--- config.mk ---
export PLATFORM = sky130hd
export DESIGN_NAME = htg_top
export DESIGN_NICKNAME = d
export VERILOG_FILES = /design/src/rtl/htg_pkg.sv /design/src/rtl/htg_preset_rom.sv /design/src/rtl/htg_host_regs.sv /design/src/rtl/htg_line_counter.sv /design/src/rtl/htg_top.sv
export SDC_FILE = /design/constraint.sdc
export NUM_CORES = 1
export LEC_CHECK = 0
export ABC_CLOCK_PERIOD_IN_PS = 14200
export BUFFER_PORTS_ARGS = -buffer_cell sky130_fd_sc_hd__buf_2
export CORE_MARGIN = 4
export CORE_UTILIZATION = 60
export DETAILED_ROUTE_END_ITERATION = 16
export GPL_ROUTABILITY_DRIVEN = 0
export PLACE_DENSITY = 0.75
export SYNTH_ARGS = -nofsm -noshare
export SYNTH_HDL_FRONTEND = slang
export SYNTH_SLANG_ARGS = --single-unit
--- constraint.sdc ---
create_clock -name clk -period 14.2 [get_ports clk]
set_input_delay 0.71 -clock clk [delete_from_list [all_inputs] [get_ports clk]]
set_output_delay 0.71 -clock clk [all_outputs]
set_load 0.005 [all_outputs]
--- src/rtl/htg_pkg.sv ---
package htg_pkg;
  localparam int DW = 16;
  localparam int CW = 6;

  typedef struct packed {
    logic [DW-1:0] period;
    logic [DW-1:0] hs_width;
    logic [DW-1:0] sav_off;
    logic [DW-1:0] eav_off;
  } line_par_t;

  localparam line_par_t FMT0 = '{period: 16'd20, hs_width: 16'd3, sav_off: 16'd5,  eav_off: 16'd17};
  localparam line_par_t FMT1 = '{period: 16'd32, hs_width: 16'd4, sav_off: 16'd8,  eav_off: 16'd28};
  localparam line_par_t FMT2 = '{period: 16'd12, hs_width: 16'd2, sav_off: 16'd3,  eav_off: 16'd10};

  // Register addresses used by the host bus.
  localparam logic [7:0] A_CTRL = 8'h00;
  localparam logic [7:0] A_CODE = 8'h01;
  localparam logic [7:0] A_PER  = 8'h02;
  localparam logic [7:0] A_HSW  = 8'h03;
  localparam logic [7:0] A_SAV  = 8'h04;
  localparam logic [7:0] A_EAV  = 8'h05;
endpackage

--- src/rtl/htg_preset_rom.sv ---
module htg_preset_rom
  import htg_pkg::*;
#(
  parameter int CODE_W = CW
) (
  input  logic [CODE_W-1:0] code_i,
  output line_par_t         par_o
);
  always_comb begin
    case (code_i)
      CODE_W'(0): par_o = FMT0;
      CODE_W'(1): par_o = FMT1;
      CODE_W'(2): par_o = FMT2;
      default:    par_o = FMT0;
    endcase
  end
endmodule

--- src/rtl/htg_host_regs.sv ---
module htg_host_regs
  import htg_pkg::*;
#(
  parameter int          CODE_W = CW,
  parameter int          ADDR_W = 8,
  parameter logic [5:0]  CUSTOM = 6'd62
) (
  input  logic              clk,
  input  logic              rst_n,
  input  logic [CODE_W-1:0] pins_i,
  input  logic [ADDR_W-1:0] addr_i,
  input  logic              wr_i,
  input  logic [DW-1:0]     wdata_i,
  output logic [DW-1:0]     rdata_o,
  output line_par_t         sel_o,
  output logic [CODE_W-1:0] code_o,
  output line_par_t         cust_o
);
  logic              ctrl_q, ctrl_d, ctrl_en;
  logic [CODE_W-1:0] hcode_q, hcode_d;
  logic              hcode_en;
  line_par_t         cust_q, cust_d;
  logic              cust_en;
  logic              is_custom;
  line_par_t         rom_par;

  assign code_o    = ctrl_q ? hcode_q : pins_i;
  assign is_custom = (code_o == CODE_W'(CUSTOM));

  htg_preset_rom #(.CODE_W(CODE_W)) u_rom (
    .code_i (code_o),
    .par_o  (rom_par)
  );

  assign sel_o  = is_custom ? cust_q : rom_par;
  assign cust_o = cust_q;

  // Next-state logic
  always_comb begin
    ctrl_en  = wr_i && (addr_i == ADDR_W'(A_CTRL));
    ctrl_d   = wdata_i[0];
    hcode_en = wr_i && (addr_i == ADDR_W'(A_CODE));
    hcode_d  = wdata_i[CODE_W-1:0];
    cust_en  = wr_i && is_custom;
    cust_d   = cust_q;
    if (addr_i == ADDR_W'(A_PER))      cust_d.period   = wdata_i;
    else if (addr_i == ADDR_W'(A_HSW)) cust_d.hs_width = wdata_i;
    else if (addr_i == ADDR_W'(A_SAV)) cust_d.sav_off  = wdata_i;
    else if (addr_i == ADDR_W'(A_EAV)) cust_d.eav_off  = wdata_i;
    else                               cust_en         = 1'b0;
  end

  // Registers
  always_ff @(posedge clk or negedge rst_n) begin
    if (!rst_n) begin
      ctrl_q  <= 1'b0;
      hcode_q <= '0;
      cust_q  <= FMT0;
    end else begin
      if (ctrl_en)  ctrl_q  <= ctrl_d;
      if (hcode_en) hcode_q <= hcode_d;
      if (cust_en)  cust_q  <= cust_d;
    end
  end

  // Read mux
  always_comb begin
    rdata_o = '0;
    case (addr_i)
      ADDR_W'(A_CTRL): rdata_o = {{(DW-1){1'b0}}, ctrl_q};
      ADDR_W'(A_CODE): rdata_o = {{(DW-CODE_W){1'b0}}, hcode_q};
      ADDR_W'(A_PER):  rdata_o = sel_o.period;
      ADDR_W'(A_HSW):  rdata_o = sel_o.hs_width;
      ADDR_W'(A_SAV):  rdata_o = sel_o.sav_off;
      ADDR_W'(A_EAV):  rdata_o = sel_o.eav_off;
      default:         rdata_o = '0;
    endcase
  end
endmodule

--- src/rtl/htg_line_counter.sv ---
module htg_line_counter
  import htg_pkg::*;
(
  input  logic          clk,
  input  logic          rst_n,
  input  line_par_t     sel_i,
  output logic [DW-1:0] cnt_o,
  output line_par_t     lat_o,
  output logic          wrap_o,
  output logic          hsync_o,
  output logic          active_o,
  output logic          sav_o,
  output logic          eav_o
);
  logic [DW-1:0] cnt_q, cnt_d;
  line_par_t     lat_q, lat_d;
  logic          lat_en;

  assign wrap_o = ({1'b0, cnt_q} + (DW+1)'(1)) >= {1'b0, lat_q.period};

  always_comb begin
    lat_en = wrap_o;
    lat_d  = sel_i;
    cnt_d  = wrap_o ? '0 : cnt_q + DW'(1);
  end

  always_ff @(posedge clk or negedge rst_n) begin
    if (!rst_n) begin
      cnt_q <= '0;
      lat_q <= FMT0;
    end else begin
      cnt_q <= cnt_d;
      if (lat_en) lat_q <= lat_d;
    end
  end

  assign cnt_o    = cnt_q;
  assign lat_o    = lat_q;
  assign hsync_o  = cnt_q < lat_q.hs_width;
  assign active_o = (cnt_q >= lat_q.sav_off) && (cnt_q < lat_q.eav_off);
  assign sav_o    = cnt_q == lat_q.sav_off;
  assign eav_o    = cnt_q == lat_q.eav_off;
endmodule

--- src/rtl/htg_top.sv ---
module htg_top
  import htg_pkg::*;
#(
  parameter int         CODE_W = CW,
  parameter int         ADDR_W = 8,
  parameter logic [5:0] CUSTOM = 6'd62
) (
  input  logic              clk,
  input  logic              rst_n,
  input  logic [CODE_W-1:0] fmt_pins_i,
  input  logic [ADDR_W-1:0] host_addr_i,
  input  logic              host_wr_i,
  input  logic [DW-1:0]     host_wdata_i,
  output logic [DW-1:0]     host_rdata_o,
  output logic              hsync_o,
  output logic              active_o,
  output logic              sav_o,
  output logic              eav_o
);
  logic              rst_s1_q, rst_sync_n;
  line_par_t         sel_w, lat_w, cust_w;
  logic [CODE_W-1:0] code_w;
  logic [DW-1:0]     cnt_w;
  logic              wrap_w;

  // Reset: asserted asynchronously, released on a clock edge.
  always_ff @(posedge clk or negedge rst_n) begin
    if (!rst_n) begin
      rst_s1_q   <= 1'b0;
      rst_sync_n <= 1'b0;
    end else begin
      rst_s1_q   <= 1'b1;
      rst_sync_n <= rst_s1_q;
    end
  end

  htg_host_regs #(.CODE_W(CODE_W), .ADDR_W(ADDR_W), .CUSTOM(CUSTOM)) u_regs (
    .clk     (clk),
    .rst_n   (rst_sync_n),
    .pins_i  (fmt_pins_i),
    .addr_i  (host_addr_i),
    .wr_i    (host_wr_i),
    .wdata_i (host_wdata_i),
    .rdata_o (host_rdata_o),
    .sel_o   (sel_w),
    .code_o  (code_w),
    .cust_o  (cust_w)
  );

  htg_line_counter u_cnt (
    .clk      (clk),
    .rst_n    (rst_sync_n),
    .sel_i    (sel_w),
    .cnt_o    (cnt_w),
    .lat_o    (lat_w),
    .wrap_o   (wrap_w),
    .hsync_o  (hsync_o),
    .active_o (active_o),
    .sav_o    (sav_o),
    .eav_o    (eav_o)
  );
endmodule

==> Word-level counts from Yosys, hierarchy flattened <==
Cells that the tools add are included.
{ "totals": {"regBits": 153, "inputBits": 33, "out_inout_bits": 20, "wordCells": 50} }
{ "classes": {"addsub": 2, "n_lt_le_gt_ge": 4, "n_eq_ne": 10, "n_mux": 9, "n_bitwise": 3, "reduce_logical": 9} }
{ "ops": {"columns": ["cell", "count"], "rows": [
  ["$pmux W54 S2", 1],
  ["$pmux W16 S6", 1],
  ["$mux W64", 1],
  ["$eq A16 B16 Y1", 2],
  ["$lt A16 B16 Y1", 2],
  ["$add A16 B1 Y17 const B", 1],
  ["$ge A17 B16 Y1", 1],
  ["$add A16 B1 Y16 const B", 1],
  ["$eq A8 B2 Y1 const B", 2],
  ["$eq A8 B3 Y1 const B", 2],
  ["$ge A16 B16 Y1", 1],
  ["$mux W16", 1],
  ["$eq A8 B1 Y1 const B", 1],
  ["$logic_not A8 Y1", 1],
  ["$eq A6 B1 Y1 const B", 1],
  ["$eq A6 B2 Y1 const B", 1],
  ["$eq A6 B6 Y1 const B", 1],
  ["$mux W6", 1],
  ["$reduce_and A5 Y1", 1],
  ["$logic_and A1 B1 Y1", 4],
  ["$mux W1", 4],
  ["$reduce_and A4 Y1", 1],
  ["$not A1 Y1", 3],
  ["$reduce_and A3 Y1", 1],
  ["$reduce_and A2 Y1", 1]
]} }

==> Longest topological paths before layout <==
Gate-level depths: netlist of run 1.
{ "depth": {"depth_word": 8, "ltp_mapped": 13, "ltp_nobuf": 11} }

==> Cells and area by module <==
From an unflattened synthesis of run 1, not the netlist that was laid out.
{ "hier_totals": {"hier_cells": 808, "area_unflattened_um2": 9450.3} }
{ "modules_own_cells": {"columns": ["mod", "instances", "cells_each", "area_per_inst_um2", "seq_area_each_um2"], "rows": [
  ["htg_line_counter", 1, 418, 4732.0, 2011.9],
  ["htg_host_regs", 1, 316, 4154.0, 1786.7],
  ["htg_preset_rom", 1, 71, 510.5, 0.0],
  ["htg_top", 1, 3, 53.8, 50.0]
]} }

==> Worst setup path after synthesis of run 1 <==
Ideal clock, no wire load.
{ "synth_path": {"path_kind": "input port to output port", "start": "input port host_addr_i[5]", "end": "output port host_rdata_o[10]", "t_arrival_ps": 2465, "t_required_ps": 13490, "slack_ps": 11025, "cell_stages": 7, "n_path_buf": 2, "path_cell_list": "or4_4 > or3b_1 > buf_6 > nor3_1 > buf_2 > a22oi_1 > nand2_1"} }
{ "synth_via": {"elab_chain_len": 2, "word_cells_on_any_way": 7, "classes_between": "eq/ne: 5; mux: 1; reduce/logical: 1"} }
{ "synth_lines": {"columns": ["element", "line", "text"], "rows": [
  ["start: declaration", "htg_top.sv:11", "input logic [ADDR_W-1:0] host_addr_i,"],
  ["$eq A8 B3 Y1, or another cell as far along", "htg_host_regs.sv:69", "case (addr_i)"],
  ["$pmux W16 S6 *", "htg_host_regs.sv:69", null],
  ["end: declaration", "htg_top.sv:14", "output logic [DW-1:0] host_rdata_o,"]
]} }
Every way passes the cells marked *; elsewhere a longest branch is shown, timed or not.

==> Worst setup path after layout of run 1 <==
{ "layout_path": {"start": "input port host_addr_i[5]", "end": "output port host_rdata_o[3]"} }
Same word-level chain as after synthesis.

==> results.txt, run 1 <==
----------------------------------------------------
[Die]
  Initial cell density of the core ... 61.1%
  IO Pins ... 53
  Total die area ... 16100 sq um
  Die Y-Extent ... 127 um
  Core box area ... 13900 sq um
  Width of the die ... 127 um
  Num rows ... 43

[Synthesis]
  Post-synthesis average cell area ... 11.1 sq um
  Commonest register cell after synthesis ... sky130_fd_sc_hd__dfrtp_1
  Sequential share of the synthesized area ... 45.4%
  Number of synthesized flops with an enable pin ... 0
  Net count after synthesis ... 864
  Warnings, synthesis ... 0
  Async S/R FF share, synth ... 100%
  Cell area after synthesis ... 8480 sq um
  Synth unique cells ... 68
  Number of instances in the synthesized netlist ... 767
  Flip-flop and latch count after synthesis ... 153

[Critical path]
  Logic depth of the worst path, buffers included ... 7
  Crit-path max FO ... 13
  Sort of element at the end of the critical path ... output pin
  Crit path buf inv count ... 2
  Slowest cell delay on critical path ... 0.90 ns
  Kind of start point of the critical path ... primary input
  FF-to-FF path depth ... 12
  Master of the slowest instance on the critical path ... sky130_fd_sc_hd__nor3_2
  Endpoint of the most critical setup path ... host_rdata_o[3]
  Critical Path RT ... 13.49 ns
  Crit path kind ... primary input to output pin
  Critical path's most frequent cell ... sky130_fd_sc_hd__buf_2
  Cell-by-cell listing of the critical path ... buf_2, or4_4, or3b_1, nor3_2, a221oi_1, o311ai_1, buf_2
  Arrival time at the worst endpoint ... 3.44 ns
  Startpoint of the worst-slack reg-to-reg timing path ... u_cnt.cnt_o[0]
  Critical path startpoint ... host_addr_i[5]
  Cell family contributing the most delay on the critical path ... simple AND/OR/NAND/NOR gates
  End of the worst register-to-register path ... u_cnt.lat_o[19]
  R2r setup slk ... 10.16 ns

[STA]
  Maximum clock frequency ... 241 MHz
  Setup-failing EPs final ... 0
  Transition time of the tightest slew-check pin ... 1.14 ns
  Final-layout setup total negative slack ... 0 ns
  Setup repair after global routing missed its margin ... false
  Number of slew-limit violations in the final report ... 0
  Worst slew slack as a fraction of its limit ... 24.2%
  Fin crit period ... 4.15 ns
  Number of failing hold endpoints at the final stage ... 0
  Worst clock skew ... 0.00662 ns
  Final worst path period share ... 29.2%
  Worst hold-check slack ... 0.0622 ns

[Layout]
  Sequential standard cell area ... 3850 sq um
  Final nets ... 911
  Antenna diode instance count ... 0
  Proportion of layout cells with a drive suffix above 1 ... 24.3%
  Non-filler cells in the finished layout ... 1007
  Total of fill cells in the finished design ... 1006
  Most frequent standard cell in the layout excluding fill and tap cells ... sky130_fd_sc_hd__dfrtp_1
  Final Util ... 68.4%
  Area overhead of the layout relative to synthesis ... 12.0%
  Multi-input gate area in the final layout ... 4240 sq um
  Most frequent cells in the layout ... 136 x sky130_fd_sc_hd__dfrtp_1, 92 x sky130_fd_sc_hd__nand2_1, 69 x sky130_fd_sc_hd__inv_1

[CTS]
  CTS tree ... built
  Post-CTS clock slew at the launch and capture registers of the worst setup and hold paths ... 0.06 ns
  Clock Latency Late Sink ... 0.42 ns
  Post-CTS setup buffer count ... 0
  Cts repair resizes ... 0
  Level count of the clock H-tree ... 4
  Clk Tree Root Cell ... sky130_fd_sc_hd__clkbuf_16
  Maximum number of buffers from clock root to sink ... 2
  Total clock buffers created by CTS ... 17
  Hold-fix buffer count after cts ... 0
  Count of clock tree sinks ... 153

[Detailed routing]
  Number of vias per cell after detailed routing ... 6.08
  Count of antenna-violating nets left after detailed routing ... 0
  Number of design rule violations left after detail routing ... 0
  Detailed-routing iteration count for the pre-antenna-repair pass ... 5
  Drt initial violations ... 475
  Final routed wirelength across all metal layers ... 20300 um
  Average routed wire per standard cell ... 20.2 um
  Total number of vias ... 6121

[Power]
  Worst supply voltage drop on vdd ... 0.111 mV
  Leakage power figure ... 4.56 nW
  Design Power ... 1.35 mW
  Total power per unit cell area ... 143 nW/um^2

[Placed design]
  Count of buffers inserted at the top-level ports ... 52
  HPWL Detailed ... 14600 um
  Placed cells ... 975

[Global route]
  Vias in the first global route ... 6604
  Number of antenna violations at the first check in global routing ... 0
  Pin count of the biggest net entering global routing ... 67
  Remaining Overflow, GRT ... 0
  Gr usage total ... 26.5%
  First-pass GRT wire length ... 33400 um

[Outcome]
  Outcome ... completed

[Run]
  Number of violations of the max-capacitance limit ... 0

[Hold path]
  Type of the tightest min-delay check ... primary input to async pin

----------------------------------------------------
-- routing by layer --
metal  GRT usage (%)  vias to the layer above  share of wire [%]
met3            5.73                       70                4.2
met5               0                        -                  0
met4            16.8                        0                6.1
li1                -                     2801                  -
met1            30.7                     3049                 40
met2            44.5                      201                 50
-- synth_stat cells, types with 2 or more instances --
library cell / instances / share of area, %
sky130_fd_sc_hd__and3_1: 2 / 0.15
sky130_fd_sc_hd__inv_1: 69 / 3.1
sky130_fd_sc_hd__dfstp_2: 16 / 5.0
sky130_fd_sc_hd__nand3_2: 2 / 0.24
sky130_fd_sc_hd__xor2_1: 4 / 0.41
sky130_fd_sc_hd__nor2b_1: 21 / 1.5
sky130_fd_sc_hd__o21bai_1: 2 / 0.18
sky130_fd_sc_hd__nor2_1: 23 / 1.0
sky130_fd_sc_hd__dfrtp_1: 137 / 40
sky130_fd_sc_hd__nand4_1: 7 / 0.52
sky130_fd_sc_hd__a21o_1: 7 / 0.62
sky130_fd_sc_hd__mux2_4: 20 / 3.5
sky130_fd_sc_hd__o22ai_1: 2 / 0.15
sky130_fd_sc_hd__mux2i_1: 56 / 6.6
sky130_fd_sc_hd__nand4b_1: 2 / 0.21
sky130_fd_sc_hd__a221oi_1: 6 / 0.62
sky130_fd_sc_hd__o21a_1: 6 / 0.53
sky130_fd_sc_hd__and4_1: 2 / 0.21
sky130_fd_sc_hd__mux2_2: 60 / 8.0
sky130_fd_sc_hd__and2_1: 4 / 0.29
sky130_fd_sc_hd__o211ai_1: 3 / 0.27
sky130_fd_sc_hd__nand3_1: 15 / 0.89
sky130_fd_sc_hd__clkbuf_1: 6 / 0.27
sky130_fd_sc_hd__nand2b_1: 2 / 0.15
sky130_fd_sc_hd__o21ai_0: 15 / 0.89
sky130_fd_sc_hd__nand3_4: 2 / 0.41
sky130_fd_sc_hd__buf_2: 18 / 1.1
sky130_fd_sc_hd__ha_1: 64 / 9.4
sky130_fd_sc_hd__nor4_1: 2 / 0.15
sky130_fd_sc_hd__a21oi_1: 20 / 1.2
sky130_fd_sc_hd__a222oi_1: 3 / 0.35
sky130_fd_sc_hd__nor3_1: 7 / 0.41
sky130_fd_sc_hd__nand2_1: 92 / 4.1
sky130_fd_sc_hd__a22oi_1: 22 / 1.9
sky130_fd_sc_hd__xnor2_1: 10 / 1.0
sky130_fd_sc_hd__a211oi_1: 4 / 0.35
sky130_fd_sc_hd__buf_6: 3 / 0.40
-- worst register-to-register path, stage by stage, from the launching register on --
cell	delay, ns
sky130_fd_sc_hd__dfrtp_1	0.46
sky130_fd_sc_hd__ha_1	0.27
sky130_fd_sc_hd__and3_1	0.23
sky130_fd_sc_hd__and2_1	0.21
sky130_fd_sc_hd__nand3_1	0.11
sky130_fd_sc_hd__xnor2_1	0.16
sky130_fd_sc_hd__ha_1	0.33
sky130_fd_sc_hd__nand4_1	0.14
sky130_fd_sc_hd__nor4_1	0.26
sky130_fd_sc_hd__o21ai_0	0.19
sky130_fd_sc_hd__o2111ai_4	0.25
sky130_fd_sc_hd__buf_4	0.85
sky130_fd_sc_hd__mux2_2	0.47
-- flip-flops by register name, indices dropped and copies added (netlist names) --
name,cells
u_cnt.lat_o,64
u_regs.cust_o,64
u_cnt.cnt_o,16
u_regs.hcode_q,6
rst_s1_q,1
rst_sync_n,1
u_regs.ctrl_q,1
-- report_power, final --
| part | internal, mW | total [mW] | switching [mW] |
|---|---|---|---|
| Combinational | 0.174 | 0.384 | 0.210 |
| Sequential | 0.461 | 0.486 | 0.0246 |
| Clock | 0.300 | 0.485 | 0.185 |
-- metrics by stage --
step / area [sq um] / setup WS, ns
after floorplan: 8480 / 9.65
after global placement: 8870 / 10.16
after detailed placement: 8870 / 10.09
after CTS: 9500 / 10.07
after global routing: 9500 / 9.80
final: 9500 / 10.05
-- cells by family (layout without fill, tap and decap cells) --
kind of cell,Yosys count,count (layout),synth area share (%)
AO/OA/AOI/OAI,104,104,8.50
AND/OR/NAND/NOR,197,197,12.1
other,1,1,0.0442
buffers and inverters,97,157,4.87
multiplexers,137,137,18.2
flip-flops,153,153,45.4
adder cells (fa/ha/maj),64,64,9.44
XOR/XNOR,14,14,1.45
-- how the worst min path moves through the flow --
| stage | startpoint | end | slack, ns | depth (start not counted) |
|---|---|---|---|---|
| 5_1_grt | rst_n | rst_sync_n | 0.05 | 1 |
| 3_5_place_dp | rst_s1_q | rst_sync_n | 0.34 | 0 |
| 2_1_floorplan | rst_s1_q | rst_sync_n | 0.33 | 0 |
| 4_1_cts | rst_n | rst_sync_n | 0.05 | 1 |
| 6_report | rst_n | rst_sync_n | 0.06 | 1 |
| 3_3_place_gp | rst_s1_q | rst_sync_n | 0.34 | 0 |
-- layout make-up --
class                           count  area share [%]
Multi-Input combinational cell    517            44.6
Sequential cell                   153            40.6
Clock buffer                       18            4.62
Timing Repair Buffer               56            3.06
Inverter                           69            2.73
Tap cell                          180            2.37
Clock inverter                     14            2.04
No activity file was read; power rests on OpenSTA's default activity.
==> run 2, diff against run 1 <==
ABC_CLOCK_PERIOD_IN_PS = 3800   (was 14200)
CORE_UTILIZATION = 55   (was 60)
PLACE_DENSITY = 0.72   (was 0.75)
clock period = 3.8 ns   (was 14.2 ns; I/O delays follow)
==> results.txt, run 2 (synthesis gave the netlist of run 1 again) <==
----------------------------------------------------
[Outcome]
  Outcome ... completed

[Die]
  Initial cell density of the core ... 56.0% (-5.1 points)
  IO Pins ... 53 (unchanged)
  Num rows ... 45 (+4.7%)
  Total die area ... 17500 sq um (+8.5%)
  Die Y-Extent ... 132 um (+4.2%)
  Width of the die ... 132 um (+4.2%)
  Core box area ... 15100 sq um (+9.1%)

[STA]
  Worst slew slack as a fraction of its limit ... 45.8% (+22 points)
  Final worst path period share ... 91.7%
  Setup-failing EPs final ... 0 (unchanged)
  Fin crit period ... 3.49 ns
  Worst hold-check slack ... 0.0400 ns (-0.0222 ns)
  Worst clock skew ... 0.00797 ns (+0.00135 ns)
  Maximum clock frequency ... 287 MHz
  Number of slew-limit violations in the final report ... 0 (unchanged)
  Final critical-path setup slack ... 0.314 ns (-9.73 ns)
  Setup repair after global routing missed its margin ... false
  Transition time of the tightest slew-check pin ... 0.813 ns (-0.323 ns)
  Number of failing hold endpoints at the final stage ... 0 (unchanged)
  Final-layout setup total negative slack ... 0 ns (unchanged)

[Layout]
  Area overhead of the layout relative to synthesis ... 12.7%
  Non-filler cells in the finished layout ... 1023 (+1.6%)
  Most frequent standard cell in the layout excluding fill and tap cells ... sky130_fd_sc_hd__dfrtp_1
  Antenna diode instance count ... 0 (unchanged)
  Final nets ... 919 (+0.88%)
  Total of fill cells in the finished design ... 1207 (+20%)
  Most frequent cells in the layout ... 136 x sky130_fd_sc_hd__dfrtp_1, 92 x sky130_fd_sc_hd__nand2_1, 69 x sky130_fd_sc_hd__inv_1
  Final instance area ... 9560 sq um (+0.65%)
  Proportion of layout cells with a drive suffix above 1 ... 24.9% (+0.61 points)

[Critical path]
  Arrival time at the worst endpoint ... 3.83 ns (+0.39 ns)
  Sort of element at the end of the critical path ... flip-flop
  Critical Path RT ... 4.15 ns (-9.34 ns)
  Kind of start point of the critical path ... flip-flop
  Crit-path max FO ... 33 (+20)
  Crit path kind ... flip-flop to flip-flop

[Placed design]
  Minimum setup slack after placement ... 0.215 ns (-9.88 ns)
  Post-placement cell area ... 8940 sq um (+0.85%)
  Placed cells ... 990 (+1.5%)
  Count of buffers inserted at the top-level ports ... 52 (unchanged)
  HPWL Detailed ... 14700 um (+0.83%)

[CTS]
  Maximum number of buffers from clock root to sink ... 2 (unchanged)
  Level count of the clock H-tree ... 4 (unchanged)
  Clock Latency Late Sink ... 0.43 ns (about the same)
  Post-CTS clock slew at the launch and capture registers of the worst setup and hold paths ... 0.06 ns (about the same)
  Clk Tree Root Cell ... sky130_fd_sc_hd__clkbuf_16
  Count of clock tree sinks ... 153 (unchanged)
  CTS tree ... built
  Total clock buffers created by CTS ... 17 (unchanged)

[Global route]
  First-pass GRT wire length ... 33100 um (-0.95%)
  Number of antenna violations at the first check in global routing ... 0 (unchanged)
  Gr usage total ... 24.2% (-2.3 points)
  Pin count of the biggest net entering global routing ... 72 (+7.5%)
  Remaining Overflow, GRT ... 0 (unchanged)
  Vias in the first global route ... 6406 (-3.0%)

[Detailed routing]
  Number of design rule violations left after detail routing ... 0 (unchanged)
  Average routed wire per standard cell ... 19.7 um (-2.2%)
  Number of vias per cell after detailed routing ... 5.89 (-3.1%)
  Count of antenna-violating nets left after detailed routing ... 0 (unchanged)
  Detailed-routing iteration count for the pre-antenna-repair pass ... 6 (+1)
  Final routed wirelength across all metal layers ... 20200 um (-0.63%)
  Drt initial violations ... 385 (-19%)
  Total number of vias ... 6024 (-1.6%)

[Power]
  Total power per unit cell area ... 523 nW/um^2 (+270%)
  Net switching power ... 1.59 mW (+280%)
  Switching portion of total power ... 31.8% (+0.85 points)
  Leakage power figure ... 4.60 nW (+0.84%)
  Register share of total power ... 36.3% (+0.4 points)
  Worst supply voltage drop on vdd ... 0.363 mV (+230%)
  Combinational cell fraction of total power ... 29.3% (+1.0 points)
  Part of the total power dissipated in the clock network ... 34.4% (-1.4 points)
  Internal power summed over all cells ... 3.41 mW (+260%)

[Hold path]
  Type of the tightest min-delay check ... primary input to flip-flop

[Run]
  Number of violations of the max-capacitance limit ... 0 (unchanged)

----------------------------------------------------
-- run 2: changes by cell type in the layout (fill, tap and decap cells not counted), sizes merged --
cell | before | now
dlygate4sd3 | 0 | 1
inv | 72 | 73
bufinv | 4 | 2
buf | 56 | 63
clkinvlp | 4 | 3
clkbuf | 18 | 20
-- run 2: power by group through the flow --
stage                     Clock [mW]  Sequential, mW  Combinational, mW
after floorplan                    0            1.83               1.10
after global routing            1.82            1.83               1.61
final                           1.72            1.82               1.46
after global placement             0            1.84               1.40
after detailed placement           0            1.85               1.44
after CTS                       1.75            1.82               1.46
-- run 2: final timing paths --
| path | startpoint | end | slack (ns) | depth (start not counted) |
|---|---|---|---|---|
| max | u_cnt.cnt_o[1] | u_cnt.lat_o[9] | 0.31 | 13 |
| min | host_wdata_i[13] | u_regs.cust_o[13] | 0.04 | 2 |
| max reg2reg | u_cnt.cnt_o[1] | u_cnt.lat_o[9] | 0.31 | 13 |
| min reg2reg | rst_s1_q | rst_sync_n | 0.35 | 0 |
| max in group asynchronous | rst_sync_n | u_regs.cust_o[4] | 2.51 | 1 |
| min in group asynchronous | rst_n | rst_sync_n | 0.07 | 2 |
-- run 2: metrics by stage --
step	util [%]	total power, mW
floorplan	-	2.92
global placement	59.0	3.23
detailed placement	59.0	3.29
CTS	63.1	5.02
global route	63.1	5.26
finish	63.1	5.00
-- run 2: what timing repair did --
| action | 4_1_cts | 5_1_grt |
|---|---|---|
| endpoints found under the hold margin | 2 | 0 |
| endpoints found under the setup margin | 0 | 8 |
| buffers inserted | 0 | 0 |
| gates resized for setup | 0 | 1 |
| hold buffers | 1 | 0 |
-- run 2: area by class of cell --
cell class / count / area, sq um / share of cell area, %
multi-input cells: 517 / 4240 / 44.3
flip-flops and latches: 153 / 3850 / 40.3
clock buffers: 20 / 467 / 4.88
repair buffers: 64 / 369 / 3.86
inverters: 69 / 259 / 2.71
well taps: 188 / 235 / 2.46
clock inverters: 12 / 139 / 1.45
-- run 2: layer usage --
| layer | global-route usage (%) | wire length [um] |
|---|---|---|
| met5 | 0 | 0 |
| met4 | 11.0 | 816 |
| met3 | 4.77 | 845 |
| met2 | 43.2 | 10600 |
| met1 | 28.2 | 7970 |
-- run 2: worst max-delay path, stage by stage, from the launching register on --
cell and delay, ns:
sky130_fd_sc_hd__dfrtp_1 0.49, sky130_fd_sc_hd__ha_1 0.26, sky130_fd_sc_hd__and3_1 0.23, sky130_fd_sc_hd__and2_1 0.23
sky130_fd_sc_hd__nand3_1 0.11, sky130_fd_sc_hd__xnor2_1 0.16, sky130_fd_sc_hd__ha_1 0.32, sky130_fd_sc_hd__nand4_1 0.14
sky130_fd_sc_hd__nor4_1 0.27, sky130_fd_sc_hd__o21ai_0 0.18, sky130_fd_sc_hd__o2111ai_4 0.11, sky130_fd_sc_hd__buf_6 0.34
sky130_fd_sc_hd__buf_4 0.31, sky130_fd_sc_hd__mux2i_1 0.23
